**src/rtl/ptr_agu_pkg.sv**
```systemverilog
package ptr_agu_pkg;

  typedef enum logic [1:0] {
    PSEL_X   = 2'd0,
    PSEL_Y   = 2'd1,
    PSEL_Z   = 2'd2,
    PSEL_RSV = 2'd3
  } psel_e;

  typedef enum logic [1:0] {
    AM_PLAIN   = 2'd0,
    AM_POSTINC = 2'd1,
    AM_PREDEC  = 2'd2,
    AM_DISP    = 2'd3
  } amode_e;

  typedef enum logic [1:0] {
    SQ_IDLE = 2'd0,
    SQ_PH1  = 2'd1,
    SQ_PH2  = 2'd2
  } seq_e;

endpackage

```
**src/rtl/ptr_agu_bank.sv**
```systemverilog
module ptr_agu_bank #(
  parameter int ADDR_W  = 16,
  parameter int NUM_PTR = 3,
  parameter int SEL_W   = 2
) (
  input  logic              clk,
  input  logic              rst_n,
  input  logic              ld_en,
  input  logic [SEL_W-1:0]  ld_sel,
  input  logic [ADDR_W-1:0] ld_val,
  input  logic              wb_en,
  input  logic [SEL_W-1:0]  wb_sel,
  input  logic [ADDR_W-1:0] wb_val,
  input  logic [SEL_W-1:0]  rd_sel,
  output logic [ADDR_W-1:0] rd_val
);

  localparam int FLAT_W = NUM_PTR * ADDR_W;

  // Next-state view of every pointer: external load beats write-back.
  logic [FLAT_W-1:0] nxt_flat;
  logic [FLAT_W-1:0] cur_flat;

  for (genvar g = 0; g < NUM_PTR; g++) begin : g_ptr
    logic ld_hit;
    logic wb_hit;
    assign ld_hit = ld_en && (ld_sel == SEL_W'(g));
    assign wb_hit = wb_en && (wb_sel == SEL_W'(g));
    assign nxt_flat[g*ADDR_W +: ADDR_W] =
      ld_hit ? ld_val : (wb_hit ? wb_val : cur_flat[g*ADDR_W +: ADDR_W]);

    always_ff @(posedge clk or negedge rst_n) begin
      if (!rst_n) cur_flat[g*ADDR_W +: ADDR_W] <= '0;
      else        cur_flat[g*ADDR_W +: ADDR_W] <= nxt_flat[g*ADDR_W +: ADDR_W];
    end
  end

  // Read returns the forwarded value so a request sees same-cycle updates.
  always_comb begin
    rd_val = '0;
    for (int i = 0; i < NUM_PTR; i++) begin
      if (int'(rd_sel) == i) rd_val = nxt_flat[i*ADDR_W +: ADDR_W];
    end
  end

endmodule

```
**src/rtl/ptr_agu_calc.sv**
```systemverilog
module ptr_agu_calc
  import ptr_agu_pkg::*;
#(
  parameter int ADDR_W  = 16,
  parameter int DISP_W  = 6,
  parameter int NUM_PTR = 3,
  parameter int SEL_W   = 2
) (
  input  logic [ADDR_W-1:0] base,
  input  logic [SEL_W-1:0]  sel,
  input  logic [1:0]        mode,
  input  logic [DISP_W-1:0] disp,
  output logic [ADDR_W-1:0] addr,
  output logic [ADDR_W-1:0] wb_val,
  output logic              wb_need,
  output logic              illegal
);

  localparam int PAD_W = ADDR_W - DISP_W;

  logic [ADDR_W-1:0] disp_ext;
  logic [ADDR_W-1:0] inc_v;
  logic [ADDR_W-1:0] dec_v;
  logic [ADDR_W-1:0] off_v;

  assign disp_ext = {{PAD_W{1'b0}}, disp};
  assign inc_v    = base + ADDR_W'(1);
  assign dec_v    = base - ADDR_W'(1);
  assign off_v    = base + disp_ext;

  always_comb begin
    illegal = (int'(sel) >= NUM_PTR) ||
              ((amode_e'(mode) == AM_DISP) && (sel == SEL_W'(PSEL_X)));
    addr    = base;
    wb_val  = base;
    wb_need = 1'b0;
    case (amode_e'(mode))
      AM_POSTINC: begin
        wb_val  = inc_v;
        wb_need = 1'b1;
      end
      AM_PREDEC: begin
        addr    = dec_v;
        wb_val  = dec_v;
        wb_need = 1'b1;
      end
      AM_DISP: addr = off_v;
      default: ;
    endcase
    if (illegal) wb_need = 1'b0;
  end

endmodule

```
**src/rtl/ptr_agu_seq.sv**
```systemverilog
module ptr_agu_seq
  import ptr_agu_pkg::*;
#(
  parameter int ADDR_W = 16,
  parameter int SEL_W  = 2
) (
  input  logic              clk,
  input  logic              rst_n,
  input  logic              req_valid,
  output logic              req_ready,
  input  logic              req_store,
  input  logic [SEL_W-1:0]  req_sel,
  input  logic [ADDR_W-1:0] c_addr,
  input  logic [ADDR_W-1:0] c_wb_val,
  input  logic              c_wb_need,
  input  logic              c_illegal,
  output logic [ADDR_W-1:0] mem_addr,
  output logic              mem_rd,
  output logic              mem_wr,
  output logic              done,
  output logic              err,
  output logic              wb_en,
  output logic [SEL_W-1:0]  wb_sel,
  output logic [ADDR_W-1:0] wb_val
);

  seq_e              state_q;
  logic [ADDR_W-1:0] addr_q;
  logic [ADDR_W-1:0] wbv_q;
  logic [SEL_W-1:0]  sel_q;
  logic              need_q;
  logic              store_q;
  logic              err_q;
  logic              accept;
  logic              active;

  assign req_ready = (state_q != SQ_PH1);
  assign accept    = req_valid && req_ready;

  always_ff @(posedge clk or negedge rst_n) begin
    if (!rst_n) begin
      state_q <= SQ_IDLE;
      addr_q  <= '0;
      wbv_q   <= '0;
      sel_q   <= '0;
      need_q  <= 1'b0;
      store_q <= 1'b0;
      err_q   <= 1'b0;
    end else begin
      if (accept) begin
        state_q <= SQ_PH1;
        addr_q  <= c_addr;
        wbv_q   <= c_wb_val;
        sel_q   <= req_sel;
        need_q  <= c_wb_need;
        store_q <= req_store;
        err_q   <= c_illegal;
      end else if (state_q == SQ_PH1) begin
        state_q <= SQ_PH2;
      end else begin
        state_q <= SQ_IDLE;
      end
    end
  end

  assign active   = (state_q != SQ_IDLE);
  assign mem_addr = addr_q;
  assign mem_rd   = active && !store_q && !err_q;
  assign mem_wr   = active &&  store_q && !err_q;
  assign done     = (state_q == SQ_PH2);
  assign err      = done && err_q;
  assign wb_en    = done && need_q;
  assign wb_sel   = sel_q;
  assign wb_val   = wbv_q;

endmodule

```
**src/rtl/ptr_agu.sv**
```systemverilog
module ptr_agu
  import ptr_agu_pkg::*;
#(
  parameter int ADDR_W  = 16,
  parameter int DISP_W  = 6,
  parameter int NUM_PTR = 3,
  localparam int SEL_W  = $clog2(NUM_PTR + 1)
) (
  input  logic              clk,
  input  logic              rst_n,
  input  logic              req_valid,
  output logic              req_ready,
  input  logic [SEL_W-1:0]  req_ptr,
  input  logic [1:0]        req_mode,
  input  logic [DISP_W-1:0] req_disp,
  input  logic              req_store,
  input  logic              ptr_ld_en,
  input  logic [SEL_W-1:0]  ptr_ld_sel,
  input  logic [ADDR_W-1:0] ptr_ld_val,
  output logic [ADDR_W-1:0] mem_addr,
  output logic              mem_rd,
  output logic              mem_wr,
  output logic              wb_en,
  output logic [SEL_W-1:0]  wb_sel,
  output logic [ADDR_W-1:0] wb_val,
  output logic              done,
  output logic              err
);

  logic [ADDR_W-1:0] base;
  logic [ADDR_W-1:0] c_addr;
  logic [ADDR_W-1:0] c_wbv;
  logic              c_need;
  logic              c_ill;

  ptr_agu_bank #(.ADDR_W(ADDR_W), .NUM_PTR(NUM_PTR), .SEL_W(SEL_W)) u_bank (
    .clk    (clk),
    .rst_n  (rst_n),
    .ld_en  (ptr_ld_en),
    .ld_sel (ptr_ld_sel),
    .ld_val (ptr_ld_val),
    .wb_en  (wb_en),
    .wb_sel (wb_sel),
    .wb_val (wb_val),
    .rd_sel (req_ptr),
    .rd_val (base)
  );

  ptr_agu_calc #(.ADDR_W(ADDR_W), .DISP_W(DISP_W), .NUM_PTR(NUM_PTR), .SEL_W(SEL_W)) u_calc (
    .base    (base),
    .sel     (req_ptr),
    .mode    (req_mode),
    .disp    (req_disp),
    .addr    (c_addr),
    .wb_val  (c_wbv),
    .wb_need (c_need),
    .illegal (c_ill)
  );

  ptr_agu_seq #(.ADDR_W(ADDR_W), .SEL_W(SEL_W)) u_seq (
    .clk       (clk),
    .rst_n     (rst_n),
    .req_valid (req_valid),
    .req_ready (req_ready),
    .req_store (req_store),
    .req_sel   (req_ptr),
    .c_addr    (c_addr),
    .c_wb_val  (c_wbv),
    .c_wb_need (c_need),
    .c_illegal (c_ill),
    .mem_addr  (mem_addr),
    .mem_rd    (mem_rd),
    .mem_wr    (mem_wr),
    .done      (done),
    .err       (err),
    .wb_en     (wb_en),
    .wb_sel    (wb_sel),
    .wb_val    (wb_val)
  );

endmodule

```
**config.mk**
```make
export PLATFORM = sky130hd
export DESIGN_NAME = ptr_agu
export DESIGN_NICKNAME = d
export VERILOG_FILES = /design/src/rtl/ptr_agu_pkg.sv /design/src/rtl/ptr_agu_bank.sv /design/src/rtl/ptr_agu_calc.sv /design/src/rtl/ptr_agu_seq.sv /design/src/rtl/ptr_agu.sv
export SDC_FILE = /design/constraint.sdc
export NUM_CORES = 1
export LEC_CHECK = 0
export BUFFER_PORTS_ARGS = -buffer_cell sky130_fd_sc_hd__buf_2
export CAP_MARGIN = 25
export CORE_MARGIN = 2
export CORE_UTILIZATION = 59
export CTS_BUF_LIST = sky130_fd_sc_hd__clkbuf_16
export DETAILED_ROUTE_END_ITERATION = 16
export GPL_TIMING_DRIVEN = 0
export PLACE_DENSITY = 0.81
export SLEW_MARGIN = 20
export SYNTH_ARGS = -nofsm -noshare
export SYNTH_HDL_FRONTEND = slang
export SYNTH_SLANG_ARGS = --single-unit
```
**constraint.sdc**
```tcl
create_clock -name clk -period 5.2 [get_ports clk]
set_input_delay 0.52 -clock clk [delete_from_list [all_inputs] [get_ports clk]]
set_output_delay 0.52 -clock clk [all_outputs]
set_load 0.01 [all_outputs]
```
## After elaboration in Yosys (flattened, before gate mapping)

Index checks and enable logic that the tools add are counted.

- Register bits: 87
- Input bits: 33
- Output and inout port bits: 40
- Logic and storage cells: 64

- Add/subtract/negate cells: 3
- Order comparisons: 1
- Eq/ne operators: 12
- Muxes and demuxes: 15
- Reductions and logical operators: 23

Operators with widths:

| operator | count |
|---|---|
| 16-bit 2-to-1 mux | 9 |
| 16-bit case mux with 2 select lines | 2 |
| 16-bit by 1-bit adder with 16-bit output (second input constant) | 1 |
| 16-bit by 6-bit adder with 16-bit output | 1 |
| 16-bit by 1-bit subtractor with 16-bit output (second input constant) | 1 |
| 2-bit == test (second input constant) | 7 |
| 1-bit logical AND | 14 |
| 2-bit by 1-bit == test with 1-bit output (second input constant) | 4 |
| 2-bit zero test | 4 |
| 2-bit 2-to-1 mux | 2 |
| 2-bit >= comparator (second input constant) | 1 |
| 1-bit zero test | 2 |
| 1-bit 2-to-1 mux | 2 |
| 2-bit by 1-bit != test with 1-bit output (second input constant) | 1 |
| 2-bit nonzero test | 1 |
| 2-bit OR reduction | 1 |
| 1-bit logical OR | 1 |

## Logic depth before layout (Yosys ltp)

- Depth after elaboration: 10
- Mapped depth: 17
- Gate-level depth less buffers: 17

## Cells and area by module

Synthesis repeated with hierarchy kept, for this count alone.

- Cells, all modules: 713
- Area, all modules: 6276.0 um2

Modules (own cells, without submodules):

| module | times used | cells an instance | area each (um2) | sequential area each (um2) |
|---|---|---|---|---|
| ptr_agu_bank | 1 | 332 | 2919.0 | 1201.2 |
| ptr_agu_calc | 1 | 290 | 1789.2 | 0.0 |
| ptr_agu_seq | 1 | 91 | 1567.8 | 975.9 |

## Worst setup path before layout

Ideal clock, no wire load.

- Kind: input-to-reg
- From: input ptr_ld_sel[1]
- To: register u_seq.addr_q[8], in the netlist u_seq.mem_addr[8]
- Library setup time: 0.133 ns
- Arrival time: 3.644 ns
- Data required time: 5.067 ns
- Setup slack: 1.423 ns
- Cell stages on the path: 17
- Path buffers: 1
- Cells stage by stage: or3b_4 buf_6 o21ai_0 a21oi_1 a211oi_1 inv_1 ha_1 fa_1 a21o_1 a21oi_1 nor2b_1 o21ai_0 nand2_1 nand2_1 xnor2_1 a221oi_1 o21ai_0

- Word-level cells in the longest chain between the ends: 8
- Elaborated cells between the ends (all ways): 15
- Those cells by class: 2 x add/sub; 2 x eq/ne; 7 x mux; 4 x reduce/logical

Ends and longest elaborated chain:

| element | RTL line | RTL |
|---|---|---|
| from (decl) | ptr_agu.sv:18 | `input logic [SEL_W-1:0] ptr_ld_sel,` |
| 2-bit zero test | ptr_agu_bank.sv:27 | `assign ld_hit = ld_en && (ld_sel == SEL_W'(g));` |
| 1-bit logical AND | ptr_agu_bank.sv:27 |  |
| 16-bit 2-to-1 mux | ptr_agu_bank.sv:30 | `ld_hit ? ld_val : (wb_hit ? wb_val : cur_flat[g*ADDR_W +: ADDR_W]);` |
| 16-bit 2-to-1 mux (2 in series) | ptr_agu_bank.sv:42 | `if (int'(rd_sel) == i) rd_val = nxt_flat[i*ADDR_W +: ADDR_W];` |
| 16-bit 2-to-1 mux (*) | ptr_agu_bank.sv:42 |  |
| 16-bit by 6-bit adder with 16-bit output or 16-bit by 1-bit subtractor with 16-bit output (tied branches) | ptr_agu_calc.sv:29, ptr_agu_calc.sv:28 |  |
| 16-bit case mux with 2 select lines (*) | ptr_agu_calc.sv:37 | `case (amode_e'(mode))` |
| to (signal assigned) | ptr_agu_seq.sv:52 | `addr_q <= c_addr;` |
| to (decl) | ptr_agu_seq.sv:28 | `logic [ADDR_W-1:0] addr_q;` |

Every way passes the cells marked *; elsewhere a longest branch is shown, timed or not.
A chain may end at the register's enable or synchronous reset.

## Final worst setup path

- From: register u_seq.sel_q[0], in the netlist u_seq.wb_sel[0]
- To: register u_seq.addr_q[13], in the netlist u_seq.mem_addr[13]

- Word-level cells in the longest chain between the ends: 9
- Elaborated cells between the ends (all ways): 18
- Those cells by class: 2 x add/sub; 2 x eq/ne; 10 x mux; 4 x reduce/logical

Ends and longest elaborated chain:

| element | RTL line | RTL |
|---|---|---|
| from (decl) | ptr_agu_seq.sv:30 | `logic [SEL_W-1:0] sel_q;` |
| from (signal assigned) | ptr_agu_seq.sv:54 | `sel_q <= req_sel;` |
| 2-bit zero test | ptr_agu_bank.sv:28 | `assign wb_hit = wb_en && (wb_sel == SEL_W'(g));` |
| 1-bit logical AND | ptr_agu_bank.sv:28 |  |
| 16-bit 2-to-1 mux (2 in series) | ptr_agu_bank.sv:30 |  |
| 16-bit 2-to-1 mux (2 in series) | ptr_agu_bank.sv:42 |  |
| 16-bit 2-to-1 mux (*) | ptr_agu_bank.sv:42 |  |
| 16-bit by 6-bit adder with 16-bit output or 16-bit by 1-bit subtractor with 16-bit output (tied branches) | ptr_agu_calc.sv:29, ptr_agu_calc.sv:28 |  |
| 16-bit case mux with 2 select lines (*) | ptr_agu_calc.sv:37 |  |

Marks and branches as above.

==> impl_metrics.toml <==
[worst_setup_path]
end_kind = "register"
start_kind = "register"
crit_path_max_fanout = 10
r2r-start = "u_seq.wb_sel[0]"
cpMaxStageDelayCell = "dfrtp_1"
critPathMaxStageDelay_ns = 0.57
path_cells = "nand2b_1 -> clkbuf_1 -> o21ai_0 -> a311oi_1 -> a22oi_1 -> inv_1 -> ha_1 -> a21o_1 -> a21oi_1 -> nor2b_1 -> o31ai_1 -> a21oi_1 -> nand3_1 -> xnor2_1 -> a222oi_1 -> o21ai_1"
worst_path_most_repeated_cell = "a21oi_1"
critPathBufInv = 2
critPathLaunch = "u_seq.wb_sel[0]"
cp_top_family = "compound AO/OA/AOI/OAI gates"
setup.worst_path.class = "reg2reg"
cp.required_ns = 5.42
cp.arrival_ns = 4.99

[sta]
min_period_ns = 4.769
rsz0062_at_grt = "no"
final_hold_viol_count = 0
worst_pin_slew_ns = 0.9360
post-route-period-util_pct = 91.71
fmax_mhz = 209.7
setup_viol = 0
maxSlewHeadroom_pct = 37.60
slew_violations = 0
fin_skew_ns = 0.006165
fin_setup_tns_ns = 0

[die]
die_x_um = 105.3
row_count = 36
dieArea_sq_um = 11100
ios = 73
start_util_pct = 61.43
die-height_um = 105.3
coreArea_sq_um = 9864

[layout]
final_common_cell = "nor2_1"
final_cells = 961
layout_common_cells = "nor2_1 (97), dfrtp_1 (87), o21ai_0 (84)"
drive_gt1_share_pct = 17.63
syn2layout_area_growth_pct = 14.39
fin_nets = 869
nFillCells = 828
diodes = 0
final_core_util_pct = 70.27

[synthesis]
postSynthAreaPerCell_sq_um = 8.178
synth-edff-count = 0
ys_seq_area_share_pct = 35.93
async_reset_ff_share_pct = 100.0
ys_ff_latch = 87
synthCells = 741
yosysWarnings = 0
syn_nets = 786
ys.flop_type = "dfrtp_1"
ys_types = 71
netlist_area_sq_um = 6060

[grt]
antenna_found_initial = 0
track_usage_pct = 38.83
grt_max_degree = 50
grt_pass1_wl_mm = 33.21
overflow = 0
grt_pass1_vias = 6336

[clock_tree]
cts_htree_levels = 3
cts_buffers = 9
clkLatencyLatePin_ns = 0.35
cts_tree = "yes"
clock-root-buffer = "clkbuf_16"
clk_pin_slew_ns = 0.07
cts.sinks = 87
postCtsSetupRepairBufs = 0
ctsLongestPathBuffers = 2

[place]
place_inst = 945
post-dp-hpwl_mm = 15.47
gp_congestion = 0.9525
portBuffers = 70

[routing]
firstDrtPassIters = 7
dr_total_vias = 6704
wire_per_inst_um = 22.73
antenna_left = 0
avgViaCountPerCell = 6.976
drt_iter0_markers = 687
wirelength_mm = 21.84
route.detailed.drc = 0

[pwr]
fin_total_pwr_uw = 2552
leakage_uw = 0.002776
peakVddDrop_uv = 211.8
cellPowerDensity_nw_per_um2 = 368.2

[flow_run]
maxCapViolations = 0

[run_status]
outcome = "finished, final reports clean"

[hold_path]
min_path_type = "in2async"
[sequential cells by signal, indices dropped and copies added (netlist names)]
name,flops
u_seq.wb_val,16
u_seq.mem_addr,16
u_seq.store_q,1
u_seq.wb_sel,2
u_seq.need_q,1
u_seq.err_q,1
u_bank.cur_flat,48
u_seq.state_q,2
[stage by stage]
stage | instance area [sq um] | hold WS [ns] | worst slack (ns)
after floorplan | 6060 | 0.2244 | 1.423
after global placement | 6576 | 0.4622 | 0.2004
after detailed placement | 6606 | 0.4659 | 0.1244
after CTS | 6919 | 0.1827 | 0.2689
after global routing | 6932 | 0.1955 | 0.1493
final | 6932 | 0.1522 | 0.4310
[metal layers]
layer  share of wire [%]  wire (um)  track usage (%)
met1                  37       8187            50.46
met4                 4.8       1052            22.57
met5                   0          0                0
met2                  45       9926            60.60
met3                  12       2676            7.174
[area by class of cell]
| type | instances | area (sq um) | area share [%] |
|---|---|---|---|
| multi-input cells | 581 | 3560 | 51.35 |
| flip-flops and latches | 87 | 2177 | 31.41 |
| repair buffers | 72 | 387.9 | 5.596 |
| plain buffers | 53 | 252.7 | 3.646 |
| clock buffers | 9 | 225.2 | 3.249 |
| well taps | 133 | 166.4 | 2.401 |
| clock inverters | 6 | 87.58 | 1.264 |
| inverters | 20 | 75.07 | 1.083 |
[cells in the mapped netlist (6+ instances only)]
| master | n | area [sq um] |
|---|---|---|
| a211oi_1 | 12 | 90.09 |
| a21oi_1 | 43 | 215.2 |
| a221oi_1 | 13 | 113.9 |
| a222oi_1 | 6 | 60.06 |
| a22oi_1 | 6 | 45.04 |
| a31oi_1 | 59 | 369.1 |
| buf_2 | 13 | 65.06 |
| clkbuf_1 | 29 | 108.9 |
| dfrtp_1 | 87 | 2177 |
| ha_1 | 11 | 137.6 |
| inv_1 | 17 | 63.81 |
| mux2i_1 | 9 | 90.09 |
| nand2_1 | 56 | 210.2 |
| nand3_1 | 37 | 185.2 |
| nand4_1 | 8 | 50.05 |
| nor2_1 | 97 | 364.1 |
| nor2b_1 | 6 | 37.54 |
| nor3_1 | 12 | 60.06 |
| nor4_2 | 6 | 75.07 |
| o21ai_0 | 84 | 420.4 |
| o21ai_1 | 10 | 50.05 |
| xnor2_1 | 21 | 183.9 |
| xor2_1 | 6 | 52.55 |
[final timing paths]
| check | to | slack, ns | depth (start not counted) |
|---|---|---|---|
| min | u_bank.cur_flat[4] | 0.15 | 1 |
| max | u_seq.mem_addr[13] | 0.43 | 16 |
| min in group clk | u_seq.store_q | 0.37 | 3 |
| max reg2reg | u_seq.mem_addr[13] | 0.43 | 16 |
| max in group asynchronous | u_seq.wb_val[14] | 4.40 | 2 |
| min reg2reg | u_seq.mem_addr[13] | 0.49 | 2 |
[logic make-up after synthesis]
logic type | count (synthesis) | synth area share, %
xor+xnor | 27 | 3.903
mux | 14 | 2.416
buf+inv | 73 | 5.410
simple gates | 260 | 21.41
fa+ha+maj | 12 | 2.602
flops | 87 | 35.93
compound gates | 268 | 28.33
[worst reg2reg max path: stages, from the launching register on]
cell      delay (ns)
dfrtp_1         0.57
nand2b_1        0.33
clkbuf_1        0.41
o21ai_0         0.20
a311oi_1        0.42
a22oi_1         0.26
inv_1           0.23
ha_1            0.26
a21o_1          0.17
a21oi_1         0.21
nor2b_1         0.09
o31ai_1         0.32
a21oi_1         0.24
nand3_1         0.19
xnor2_1         0.08
a222oi_1        0.56
o21ai_1         0.11
[power breakdown]
group,total (uW),switching (uW),internal [uW]
Clock,713,295,418
Sequential,940,113,828
Combinational,899,585,315
Total,2550,992,1560
[what timing repair did]
action,CTS,global route
resized for setup,0,1
hold buffers,0,0
setup endpoints to repair,0,2
hold endpoints to repair,0,0
Power figures use the tool's default switching activity.
